### src/rtl/bf_csr_pkg.sv
package bf_csr_pkg;

  typedef enum logic [3:0] {
    RG_DATE  = 4'd0,
    RG_CTRL  = 4'd1,
    RG_LTIME = 4'd2,
    RG_NCH   = 4'd3,
    RG_TPS   = 4'd4,
    RG_LAT   = 4'd5,
    RG_ERR   = 4'd6,
    RG_TROFF = 4'd7,
    RG_TBIDX = 4'd8,
    RG_TRSEL = 4'd9,
    RG_DLY   = 4'd10,
    RG_NONE  = 4'd11
  } region_e;

  localparam int unsigned OFS_DATE  = 32'h000;
  localparam int unsigned OFS_CTRL  = 32'h004;
  localparam int unsigned OFS_LTIME = 32'h008;
  localparam int unsigned OFS_NCH   = 32'h00C;
  localparam int unsigned OFS_TPS   = 32'h014;
  localparam int unsigned OFS_LAT   = 32'h018;
  localparam int unsigned OFS_ERR   = 32'h01C;

  localparam logic [1:0] RESP_OKAY   = 2'b00;
  localparam logic [1:0] RESP_SLVERR = 2'b10;

  localparam int ERR_N     = 3;
  localparam int ERR_CLR_B = 3;

endpackage

### src/rtl/bf_csr_decode.sv
module bf_csr_decode
  import bf_csr_pkg::*;
#(
  parameter int ADDR_W = 12,
  parameter logic [ADDR_W-1:0] ROFF_BASE = 12'h080,
  parameter int ROFF_DEPTH = 16,
  parameter logic [ADDR_W-1:0] BIDX_BASE = 12'h0C0,
  parameter int BIDX_DEPTH = 16,
  parameter logic [ADDR_W-1:0] RSEL_BASE = 12'h100,
  parameter int RSEL_DEPTH = 64,
  parameter logic [ADDR_W-1:0] DLY_BASE = 12'h200,
  parameter int DLY_OUTER = 8,
  parameter int DLY_INNER = 8,
  parameter int DLY_STRIDE = 32
) (
  input  logic [ADDR_W-1:0] addr_i,
  output region_e           rg_o
);

  localparam int STRIDE_SH = $clog2(DLY_STRIDE);
  localparam logic [ADDR_W-1:0] A_DATE  = ADDR_W'(OFS_DATE);
  localparam logic [ADDR_W-1:0] A_CTRL  = ADDR_W'(OFS_CTRL);
  localparam logic [ADDR_W-1:0] A_LTIME = ADDR_W'(OFS_LTIME);
  localparam logic [ADDR_W-1:0] A_NCH   = ADDR_W'(OFS_NCH);
  localparam logic [ADDR_W-1:0] A_TPS   = ADDR_W'(OFS_TPS);
  localparam logic [ADDR_W-1:0] A_LAT   = ADDR_W'(OFS_LAT);
  localparam logic [ADDR_W-1:0] A_ERR   = ADDR_W'(OFS_ERR);
  localparam logic [ADDR_W-1:0] ROFF_END = ROFF_BASE + ADDR_W'(4 * ROFF_DEPTH);
  localparam logic [ADDR_W-1:0] BIDX_END = BIDX_BASE + ADDR_W'(4 * BIDX_DEPTH);
  localparam logic [ADDR_W-1:0] RSEL_END = RSEL_BASE + ADDR_W'(4 * RSEL_DEPTH);
  localparam logic [ADDR_W-1:0] DLY_END  = DLY_BASE + ADDR_W'(DLY_OUTER * DLY_STRIDE);

  logic [ADDR_W-1:0] word_a;
  logic              unused_lsb;
  logic              inner_ok;

  assign word_a     = {addr_i[ADDR_W-1:2], 2'b00};
  assign unused_lsb = ^addr_i[1:0];

  generate
    if (DLY_INNER * 4 == DLY_STRIDE) begin : g_dense
      assign inner_ok = 1'b1;
    end else begin : g_sparse
      assign inner_ok = (int'(addr_i[STRIDE_SH-1:2]) < DLY_INNER);
    end
  endgenerate

  always_comb begin
    rg_o = RG_NONE;
    if (word_a == A_DATE)                              rg_o = RG_DATE;
    else if (word_a == A_CTRL)                         rg_o = RG_CTRL;
    else if (word_a == A_LTIME)                        rg_o = RG_LTIME;
    else if (word_a == A_NCH)                          rg_o = RG_NCH;
    else if (word_a == A_TPS)                          rg_o = RG_TPS;
    else if (word_a == A_LAT)                          rg_o = RG_LAT;
    else if (word_a == A_ERR)                          rg_o = RG_ERR;
    else if (word_a >= ROFF_BASE && word_a < ROFF_END) rg_o = RG_TROFF;
    else if (word_a >= BIDX_BASE && word_a < BIDX_END) rg_o = RG_TBIDX;
    else if (word_a >= RSEL_BASE && word_a < RSEL_END) rg_o = RG_TRSEL;
    else if (word_a >= DLY_BASE && word_a < DLY_END && inner_ok) rg_o = RG_DLY;
  end

endmodule

### src/rtl/bf_csr_errflags.sv
module bf_csr_errflags #(
  parameter int N = 3
) (
  input  logic         clk,
  input  logic         rst,
  input  logic [N-1:0] pulse_i,
  input  logic         clr_i,
  output logic [N-1:0] flags_o,
  output logic         clr_o
);

  always_ff @(posedge clk) begin
    if (rst) begin
      flags_o <= '0;
      clr_o   <= 1'b0;
    end else begin
      clr_o <= clr_i;
      if (clr_i) flags_o <= '0;
      else       flags_o <= flags_o | pulse_i;
    end
  end

  AST_ERR_STICKY: assert property (@(posedge clk) disable iff (rst)
    !clr_i |=> ((flags_o & $past(flags_o)) == $past(flags_o)));
  AST_ERR_SET: assert property (@(posedge clk) disable iff (rst)
    (pulse_i != '0 && !clr_i) |=> ((flags_o & $past(pulse_i)) == $past(pulse_i)));
  AST_ERR_BUS_WINS: assert property (@(posedge clk) disable iff (rst)
    clr_i |=> (flags_o == '0 && clr_o));

endmodule

### src/rtl/bf_csr_winport.sv
module bf_csr_winport #(
  parameter int IW = 4
) (
  input  logic          clk,
  input  logic          rst,
  input  logic          hit_i,
  input  logic [IW-1:0] idx_i,
  output logic          we_o,
  output logic [IW-1:0] idx_o
);

  always_ff @(posedge clk) begin
    if (rst) we_o <= 1'b0;
    else     we_o <= hit_i;
  end

  always_ff @(posedge clk) begin
    if (hit_i) idx_o <= idx_i;
  end

  AST_WIN_ONE_CYCLE: assert property (@(posedge clk) disable iff (rst)
    we_o && !hit_i |=> !we_o);

endmodule

### src/rtl/bf_csr_delay_bank.sv
module bf_csr_delay_bank #(
  parameter int DEPTH = 64,
  parameter int DW = 32,
  localparam int AW = $clog2(DEPTH)
) (
  input  logic          clk,
  input  logic          we_i,
  input  logic [AW-1:0] waddr_i,
  input  logic [DW-1:0] wdata_i,
  input  logic [AW-1:0] raddr_i,
  output logic [DW-1:0] rdata_o
);

  logic [DW-1:0] mem [DEPTH];

  always_ff @(posedge clk) begin
    if (we_i) mem[waddr_i] <= wdata_i;
    rdata_o <= mem[raddr_i];
  end

endmodule

### src/rtl/bf_csr_slave.sv
module bf_csr_slave
  import bf_csr_pkg::*;
#(
  parameter int ADDR_W = 12,
  parameter logic [31:0] BUILD_DATE = 32'h20210522,
  parameter logic [ADDR_W-1:0] ROFF_BASE = 12'h080,
  parameter int ROFF_DEPTH = 16,
  parameter logic [ADDR_W-1:0] BIDX_BASE = 12'h0C0,
  parameter int BIDX_DEPTH = 16,
  parameter logic [ADDR_W-1:0] RSEL_BASE = 12'h100,
  parameter int RSEL_DEPTH = 64,
  parameter logic [ADDR_W-1:0] DLY_BASE = 12'h200,
  parameter int DLY_OUTER = 8,
  parameter int DLY_INNER = 8,
  parameter int DLY_STRIDE = 32,
  localparam int ROFF_IW = $clog2(ROFF_DEPTH),
  localparam int BIDX_IW = $clog2(BIDX_DEPTH),
  localparam int RSEL_IW = $clog2(RSEL_DEPTH),
  localparam int DLY_OW = $clog2(DLY_OUTER),
  localparam int DLY_IW = $clog2(DLY_INNER),
  localparam int DLY_AW = DLY_OW + DLY_IW
) (
  input  logic               clk,
  input  logic               rst,
  input  logic [ADDR_W-1:0]  s_awaddr,
  input  logic               s_awvalid,
  output logic               s_awready,
  input  logic [31:0]        s_wdata,
  input  logic               s_wvalid,
  output logic               s_wready,
  output logic [1:0]         s_bresp,
  output logic               s_bvalid,
  input  logic               s_bready,
  input  logic [ADDR_W-1:0]  s_araddr,
  input  logic               s_arvalid,
  output logic               s_arready,
  output logic [31:0]        s_rdata,
  output logic [1:0]         s_rresp,
  output logic               s_rvalid,
  input  logic               s_rready,
  output logic [3:0]         ctrl_o,
  output logic [31:0]        load_time_o,
  output logic [5:0]         chan_cnt_o,
  output logic [7:0]         tp_sel_o,
  input  logic               lat_we_i,
  input  logic [15:0]        lat_count_i,
  input  logic               lat_start_i,
  input  logic               lat_stop_i,
  input  logic [2:0]         err_pulse_i,
  output logic [2:0]         err_flags_o,
  output logic               err_clear_o,
  output logic               roff_we_o,
  output logic [ROFF_IW-1:0] roff_idx_o,
  output logic               bidx_we_o,
  output logic [BIDX_IW-1:0] bidx_idx_o,
  output logic               rsel_we_o,
  output logic [RSEL_IW-1:0] rsel_idx_o,
  output logic [31:0]        tbl_wdata_o,
  input  logic [DLY_AW-1:0]  dly_raddr_i,
  output logic [31:0]        dly_rdata_o
);

  localparam int STRIDE_SH = $clog2(DLY_STRIDE);

  region_e wr_rg, rd_rg;
  logic    aw_rdy_q, ar_rdy_q;
  logic    wr_fire, rd_fire;
  logic    err_clr;
  logic [15:0] lat_cnt_q;
  logic        lat_start_q, lat_stop_q;
  logic [DLY_AW-1:0] dly_waddr;
  logic [31:0] rd_word;
  logic [1:0]  rd_resp;

  // two identical decoders, one per channel
  bf_csr_decode #(
    .ADDR_W(ADDR_W), .ROFF_BASE(ROFF_BASE), .ROFF_DEPTH(ROFF_DEPTH),
    .BIDX_BASE(BIDX_BASE), .BIDX_DEPTH(BIDX_DEPTH),
    .RSEL_BASE(RSEL_BASE), .RSEL_DEPTH(RSEL_DEPTH),
    .DLY_BASE(DLY_BASE), .DLY_OUTER(DLY_OUTER), .DLY_INNER(DLY_INNER),
    .DLY_STRIDE(DLY_STRIDE)
  ) u_wr_dec (.addr_i(s_awaddr), .rg_o(wr_rg));

  bf_csr_decode #(
    .ADDR_W(ADDR_W), .ROFF_BASE(ROFF_BASE), .ROFF_DEPTH(ROFF_DEPTH),
    .BIDX_BASE(BIDX_BASE), .BIDX_DEPTH(BIDX_DEPTH),
    .RSEL_BASE(RSEL_BASE), .RSEL_DEPTH(RSEL_DEPTH),
    .DLY_BASE(DLY_BASE), .DLY_OUTER(DLY_OUTER), .DLY_INNER(DLY_INNER),
    .DLY_STRIDE(DLY_STRIDE)
  ) u_rd_dec (.addr_i(s_araddr), .rg_o(rd_rg));

  // ---------------- write channel ----------------
  assign s_awready = aw_rdy_q;
  assign s_wready  = aw_rdy_q;
  assign wr_fire   = aw_rdy_q && s_awvalid && s_wvalid;

  always_ff @(posedge clk) begin
    if (rst) begin
      aw_rdy_q <= 1'b0;
      s_bvalid <= 1'b0;
      s_bresp  <= RESP_OKAY;
    end else begin
      aw_rdy_q <= !aw_rdy_q && s_awvalid && s_wvalid && !s_bvalid;
      if (wr_fire) begin
        s_bvalid <= 1'b1;
        s_bresp  <= (wr_rg == RG_NONE) ? RESP_SLVERR : RESP_OKAY;
      end else if (s_bready) begin
        s_bvalid <= 1'b0;
      end
    end
  end

  // configuration registers without a defined reset value
  always_ff @(posedge clk) begin
    if (wr_fire && wr_rg == RG_CTRL)  ctrl_o      <= s_wdata[3:0];
    if (wr_fire && wr_rg == RG_LTIME) load_time_o <= s_wdata;
    if (wr_fire && wr_rg == RG_NCH)   chan_cnt_o  <= s_wdata[8:3];
  end

  always_ff @(posedge clk) begin
    if (rst)                              tp_sel_o <= '0;
    else if (wr_fire && wr_rg == RG_TPS)  tp_sel_o <= s_wdata[7:0];
  end

  // hardware-written latency word
  always_ff @(posedge clk) begin
    if (lat_we_i) begin
      lat_cnt_q   <= lat_count_i;
      lat_start_q <= lat_start_i;
      lat_stop_q  <= lat_stop_i;
    end
  end

  // sticky error flags, bus clear has priority
  assign err_clr = wr_fire && (wr_rg == RG_ERR) && s_wdata[ERR_CLR_B];

  bf_csr_errflags #(.N(ERR_N)) u_err (
    .clk(clk), .rst(rst), .pulse_i(err_pulse_i), .clr_i(err_clr),
    .flags_o(err_flags_o), .clr_o(err_clear_o)
  );

  // table windows: strobe, index, shared data word
  bf_csr_winport #(.IW(ROFF_IW)) u_roff (
    .clk(clk), .rst(rst), .hit_i(wr_fire && wr_rg == RG_TROFF),
    .idx_i(s_awaddr[ROFF_IW+1:2]), .we_o(roff_we_o), .idx_o(roff_idx_o)
  );
  bf_csr_winport #(.IW(BIDX_IW)) u_bidx (
    .clk(clk), .rst(rst), .hit_i(wr_fire && wr_rg == RG_TBIDX),
    .idx_i(s_awaddr[BIDX_IW+1:2]), .we_o(bidx_we_o), .idx_o(bidx_idx_o)
  );
  bf_csr_winport #(.IW(RSEL_IW)) u_rsel (
    .clk(clk), .rst(rst), .hit_i(wr_fire && wr_rg == RG_TRSEL),
    .idx_i(s_awaddr[RSEL_IW+1:2]), .we_o(rsel_we_o), .idx_o(rsel_idx_o)
  );

  always_ff @(posedge clk) begin
    if (wr_fire && (wr_rg == RG_TROFF || wr_rg == RG_TBIDX || wr_rg == RG_TRSEL))
      tbl_wdata_o <= s_wdata;
  end

  // delay array: outer index from the stride bits, inner from the word bits
  assign dly_waddr = {s_awaddr[STRIDE_SH+DLY_OW-1:STRIDE_SH], s_awaddr[DLY_IW+1:2]};

  bf_csr_delay_bank #(.DEPTH(DLY_OUTER * DLY_INNER), .DW(32)) u_dly (
    .clk(clk), .we_i(wr_fire && wr_rg == RG_DLY), .waddr_i(dly_waddr),
    .wdata_i(s_wdata), .raddr_i(dly_raddr_i), .rdata_o(dly_rdata_o)
  );

  // ---------------- read channel ----------------
  assign s_arready = ar_rdy_q;
  assign rd_fire   = ar_rdy_q && s_arvalid;

  always_comb begin
    rd_word = '0;
    rd_resp = RESP_OKAY;
    unique case (rd_rg)
      RG_DATE:  rd_word = BUILD_DATE;
      RG_CTRL:  rd_word = {28'd0, ctrl_o};
      RG_LTIME: rd_word = load_time_o;
      RG_NCH:   rd_word = {23'd0, chan_cnt_o, 3'd0};
      RG_TPS:   rd_word = {24'd0, tp_sel_o};
      RG_LAT:   rd_word = {14'd0, lat_stop_q, lat_start_q, lat_cnt_q};
      RG_ERR:   rd_word = {28'd0, err_clear_o, err_flags_o};
      RG_DLY:   rd_word = '0;
      RG_TROFF, RG_TBIDX, RG_TRSEL, RG_NONE: rd_resp = RESP_SLVERR;
      default:  rd_resp = RESP_SLVERR;
    endcase
  end

  always_ff @(posedge clk) begin
    if (rst) begin
      ar_rdy_q <= 1'b0;
      s_rvalid <= 1'b0;
      s_rdata  <= '0;
      s_rresp  <= RESP_OKAY;
    end else begin
      ar_rdy_q <= !ar_rdy_q && s_arvalid && !s_rvalid;
      if (rd_fire) begin
        s_rvalid <= 1'b1;
        s_rdata  <= rd_word;
        s_rresp  <= rd_resp;
      end else if (s_rready) begin
        s_rvalid <= 1'b0;
      end
    end
  end

  // ---------------- assertions ----------------
  AST_BRESP_HOLD: assert property (@(posedge clk) disable iff (rst)
    (s_bvalid && !s_bready) |=> (s_bvalid && $stable(s_bresp)));
  AST_RRESP_HOLD: assert property (@(posedge clk) disable iff (rst)
    (s_rvalid && !s_rready) |=> (s_rvalid && $stable(s_rdata) && $stable(s_rresp)));
  AST_WRITE_RESPONDS: assert property (@(posedge clk) disable iff (rst)
    wr_fire |=> s_bvalid);
  AST_STROBE_ONEHOT: assert property (@(posedge clk) disable iff (rst)
    $onehot0({roff_we_o, bidx_we_o, rsel_we_o}));
  AST_STROBE_CAUSED: assert property (@(posedge clk) disable iff (rst)
    (roff_we_o || bidx_we_o || rsel_we_o) |-> ($past(wr_fire) && s_bvalid && s_bresp == RESP_OKAY));
  AST_TABLE_READ_ERR: assert property (@(posedge clk) disable iff (rst)
    (rd_fire && (rd_rg == RG_TROFF || rd_rg == RG_TBIDX || rd_rg == RG_TRSEL))
      |=> (s_rvalid && s_rresp == RESP_SLVERR && s_rdata == '0));
  AST_DATE_READ: assert property (@(posedge clk) disable iff (rst)
    (rd_fire && rd_rg == RG_DATE) |=> (s_rdata == BUILD_DATE && s_rresp == RESP_OKAY));
  AST_DELAY_READ_ZERO: assert property (@(posedge clk) disable iff (rst)
    (rd_fire && rd_rg == RG_DLY) |=> (s_rdata == '0 && s_rresp == RESP_OKAY));
  AST_UNMAPPED_READ: assert property (@(posedge clk) disable iff (rst)
    (rd_fire && rd_rg == RG_NONE) |=> (s_rdata == '0 && s_rresp == RESP_SLVERR));

endmodule

### config.mk
export PLATFORM = sky130hd
export DESIGN_NAME = bf_csr_slave
export DESIGN_NICKNAME = d
export VERILOG_FILES = /design/src/rtl/bf_csr_pkg.sv /design/src/rtl/bf_csr_decode.sv /design/src/rtl/bf_csr_errflags.sv /design/src/rtl/bf_csr_winport.sv /design/src/rtl/bf_csr_delay_bank.sv /design/src/rtl/bf_csr_slave.sv
export SDC_FILE = /design/constraint.sdc
export NUM_CORES = 2
export LEC_CHECK = 0
export ABC_CLOCK_PERIOD_IN_PS = 3700
export BUFFER_PORTS_ARGS = -buffer_cell sky130_fd_sc_hd__buf_2
export CAP_MARGIN = 20
export CORE_ASPECT_RATIO = 0.9
export CORE_MARGIN = 1.5
export CORE_UTILIZATION = 30
export CTS_CLUSTER_SIZE = 25
export DETAILED_ROUTE_END_ITERATION = 8
export SETUP_SLACK_MARGIN = 0.15
export SLEW_MARGIN = 20
export SYNTH_ARGS = -nofsm -noshare
export SYNTH_HDL_FRONTEND = slang
export SYNTH_SLANG_ARGS = --single-unit
### constraint.sdc
create_clock -name clk -period 3.7 [get_ports clk]
set_clock_uncertainty 0.15 [all_clocks]
set_input_delay 0.37 -clock clk [delete_from_list [all_inputs] [get_ports clk]]
set_output_delay 0.37 -clock clk [all_outputs]
set_load 0.005 [all_outputs]
==> results.md <==
### Worst setup path
- 7 — Worst Path Max Fanout
- input port — startpoint kind of the worst setup timing path
- dlygate4sd3_1, buf_2, inv_1, or2_2, a2111oi_1, dlygate4sd3_1, mux2i_1, dlygate4sd3_1, a32o_1, dlygate4sd3_1 — chain of cells forming the critical path
- sky130_fd_sc_hd__dlygate4sd3_1 — Slowest cell on crit path
- input port to flop — Crit Path Class
- buffers and inverters — cell family with most CP delay
- 4.11 ns — arrival time at the worst endpoint
- 0.63 ns — largest incremental delay on the critical path
- flop — critical path endpoint category
- 6 — buffering stage count on the worst path with inverters included
- sky130_fd_sc_hd__dlygate4sd3_1 — dominant cell type by count on the critical path
- 4.31 ns — data required time at the worst endpoint

### Detailed routing
- 5 — number of detailed-routing iterations run before antenna repair
- 28.2 microns — Routed WL per cell
- 5,212 — DRC violation total after the first TritonRoute iteration
- 42,900 — Via Count
- 5.12 — vias per cell
- 0 — remaining antenna violation count after routing
- 236,000 microns — final routed wirelength across all metal layers
- 0 — DRC violations left

### Layout
- 36.7% — Core Util, Final
- 33.2% — share of cells above drive strength 1
- 25,400 — number of fillers in the final layout
- 21.5% — layout-stage area growth over the synthesis result
- 103,000 sq um — area of all placed cells without fillers
- 8,392 — final instance count without filler cells
- 4,556 — layout net count

### Power and ir drop
- 32.9 nW — static leakage
- 518 nW/um^2 — pwr dens
- 406 uV — IR Drop Worst-Case VDD

### Clock tree
- done — CTS tree
- 2,239 — number of sinks on the clock net
- 0.87 ns — Worst-Skew Late Latency
- 225 — total clock buffers created by CTS
- 0.06 ns — clk slew on worst S/H paths
- 4 — number of H-tree branching levels
- 3 — maximum clock path buffer count
- sky130_fd_sc_hd__clkbuf_16 — Clock Root Buffer

### Die
- 279,000 sq um — Core Area
- 184 — count of standard-cell rows
- 285,000 sq um — area of the die
- 267 — Boundary Pins
- 506 microns — die height
- 30.2% — initial core utilization
- 562 microns — horizontal extent of the die

### Synth
- 0% — proportion of synthesized flip-flops having asynchronous set or reset
- sky130_fd_sc_hd__edfxtp_1 — largest area contributor in the synthesized netlist
- 22.6 sq um — mean area per synthesized cell
- sky130_fd_sc_hd__edfxtp_1 — dominant register cell in the synthesized netlist
- 2,239 — register bit total from synthesis
- 2,154 — count of flip-flops with a built-in enable after synthesis
- sky130_fd_sc_hd__edfxtp_1 — cell with the most instances after synthesis
- 78.7% — sequential-to-total area share from yosys stat
- 2,154 x sky130_fd_sc_hd__edfxtp_1, 512 x sky130_fd_sc_hd__mux4_2, 207 x sky130_fd_sc_hd__mux2i_1, 103 x sky130_fd_sc_hd__clkbuf_1, 98 x sky130_fd_sc_hd__o22ai_1 — synth cell count leaders
- 84,400 sq um — netlist area before placement
- 3,738 — post-synthesis instance total
- 76.6% — area share of the largest cell type after synthesis
- 64 — Distinct cells, synth
- 0 — total number of yosys warnings
- sky130_fd_sc_hd__edfxtp_1 77%, sky130_fd_sc_hd__mux4_2 14%, sky130_fd_sc_hd__mux2i_1 2.5% — biggest area contributors in the synthesized netlist

### Global routing
- 36 — antenna violations before repair
- 61 — maximum number of pins on one net before global-route repair
- 43,200 — vias in the first global route
- 331,000 microns — first-pass GRT wire length
- met2 — busiest layer in global routing
- 23.4% — met1 GRT Util
- 0 — residual overflow from global routing
- 3.00% — met3 demand-to-capacity share in global routing
- 16.4% — combined global-route utilization of all metal layers
- 25.7% — global-route met2 utilization

### Timing
- 286 MHz — Peak Freq
- 94.5% — period utilization
- false — unrepaired setup endpoints after global routing
- 0 — number of max-slew violations in the final report
- 0 — number of hold-slack violations in the final timing report
- 0 ns — Setup Total Neg Slack
- 3.50 ns — min Tclk post-route
- 15.0% — max-slew headroom at the worst pin
- 0 — Final setup viols
- 1.27 ns — transition time of the tightest slew-check pin

### Hold path
- input port to flop — type of the most critical hold path

### Place
- 94,100 sq um — placement-stage cell area
- 147,000 microns — detailed placer's ending HPWL
- 260 — # port buffers
- 7,864 — instance count after placement with tap cells included
- 0.904 — RePlAce Congestion

### Job
- 0 — Max Cap Viol

### Outcome
- finished, final reports clean — status

[area by class of cell]
type / count / area, sq um / share of cell area, %
Sequential cell: 2239 / 66400 / 64.8
Clock buffer: 286 / 5990 / 5.85
Antenna cell: 15 / 37.5 / 0.0366
Multi-Input combinational cell: 1289 / 17600 / 17.2
Tap cell: 3720 / 4650 / 4.54
Inverter: 7 / 26.3 / 0.0256
Clock inverter: 133 / 1370 / 1.34
Timing Repair Buffer: 703 / 6450 / 6.29
[layout by cell type (no fill, tap or decap), types with 5 or more instances in the layout]
cell                               n
sky130_fd_sc_hd__nor2_1           22
sky130_fd_sc_hd__nor2b_1          11
sky130_fd_sc_hd__nand2_1          48
sky130_fd_sc_hd__clkbuf_8          9
sky130_fd_sc_hd__or4_1            32
sky130_fd_sc_hd__bufinv_16        21
sky130_fd_sc_hd__mux2_2            5
sky130_fd_sc_hd__a211oi_1          6
sky130_fd_sc_hd__o21ai_0          25
sky130_fd_sc_hd__nor3_1           10
sky130_fd_sc_hd__buf_12          123
sky130_fd_sc_hd__buf_4           237
sky130_fd_sc_hd__inv_16            5
sky130_fd_sc_hd__dfxtp_1          85
sky130_fd_sc_hd__mux4_2          512
sky130_fd_sc_hd__dlygate4sd3_1    92
sky130_fd_sc_hd__a22oi_1          50
sky130_fd_sc_hd__mux2i_1         207
sky130_fd_sc_hd__or2_2             8
sky130_fd_sc_hd__a21oi_1          56
sky130_fd_sc_hd__clkinv_1         38
sky130_fd_sc_hd__inv_1             7
sky130_fd_sc_hd__and2_1            8
sky130_fd_sc_hd__o21ai_1           9
sky130_fd_sc_hd__a221oi_1          6
sky130_fd_sc_hd__edfxtp_1       2154
sky130_fd_sc_hd__clkbuf_1         50
sky130_fd_sc_hd__diode_2          15
sky130_fd_sc_hd__clkinv_2         45
sky130_fd_sc_hd__buf_2           248
sky130_fd_sc_hd__o22ai_1          98
sky130_fd_sc_hd__clkinvlp_4        8
sky130_fd_sc_hd__nor2_4           64
sky130_fd_sc_hd__clkbuf_16       227
sky130_fd_sc_hd__inv_6             5
sky130_fd_sc_hd__nand2b_1         10
sky130_fd_sc_hd__nand3_1          23
[cell families after synthesis]
logic type                share of synthesized area (%)
DFF                                                78.7
muxes                                              16.2
AOI/OAI and AO/OA                                  2.28
and+or+nand+nor                                    1.75
buffers and inverters                              1.09
xor gates and xnor gates                         0.0311
other                                           0.00444
[per-stage QoR]
stage	worst slack, ns	power, mW	hold slack (ns)
CTS	0.512	53.5	0.00204
global placement	0.332	30.9	0.295
floorplan	-0.338	29.6	0.294
finish	0.204	53.1	0.0530
detailed placement	0.312	31.0	0.283
global route	0.155	54.6	0.0146
[worst paths after layout]
kind	depth (start not counted)	end	slack, ns	startpoint
hold reg to reg	2	s_rdata[29]	0.30	s_rdata[29]
setup reg to reg	6	s_rdata[0]	0.70	s_arready
setup / recovery	10	s_rresp[1]	0.20	s_araddr[2]
hold / removal	2	lat_cnt_q[1]	0.05	lat_count_i[1]
[routing by layer]
metal	part of all wire (%)	wire [microns]
met5	0.0055	13
met1	43	102000
met2	47	110000
met4	2.1	5000
met3	8.1	19200
[state kept, by name (all words and copies together), names as in the netlist, 3 cells and up]
signal	count
chan_cnt_o	6
ctrl_o	4
lat_cnt_q	16
load_time_o	32
s_rdata	32
tbl_wdata_o	32
tp_sel_o	8
u_bidx.idx_o	4
u_dly.mem	2048
u_dly.rdata_o	32
u_err.flags_o	3
u_roff.idx_o	4
u_rsel.idx_o	6
[report_power, final]
| part | switching, mW | internal, mW |
|---|---|---|
| Clock | 9.69 | 13.0 |
| Combinational | 1.56 | 1.02 |
| Sequential | 0.0700 | 27.8 |
[worst reg2reg max path, stage by stage (launching register included)]
cell	delay, ns
sky130_fd_sc_hd__dfxtp_1	0.38
sky130_fd_sc_hd__nand2_1	0.44
sky130_fd_sc_hd__nor4_1	0.39
sky130_fd_sc_hd__o221ai_1	0.22
sky130_fd_sc_hd__dlygate4sd3_1	0.64
sky130_fd_sc_hd__o21ai_1	0.14
sky130_fd_sc_hd__dlygate4sd3_1	0.57
[timing repair]
| item | 4_1_cts | 5_1_grt |
|---|---|---|
| endpoints found under the setup margin | 0 | 1 |
| setup buffers | 0 | 0 |
| endpoints found under the hold margin | 375 | 365 |
| hold buffers | 83 | 9 |
| gates resized for setup | 0 | 1 |
Power figures use the tool's default switching activity.
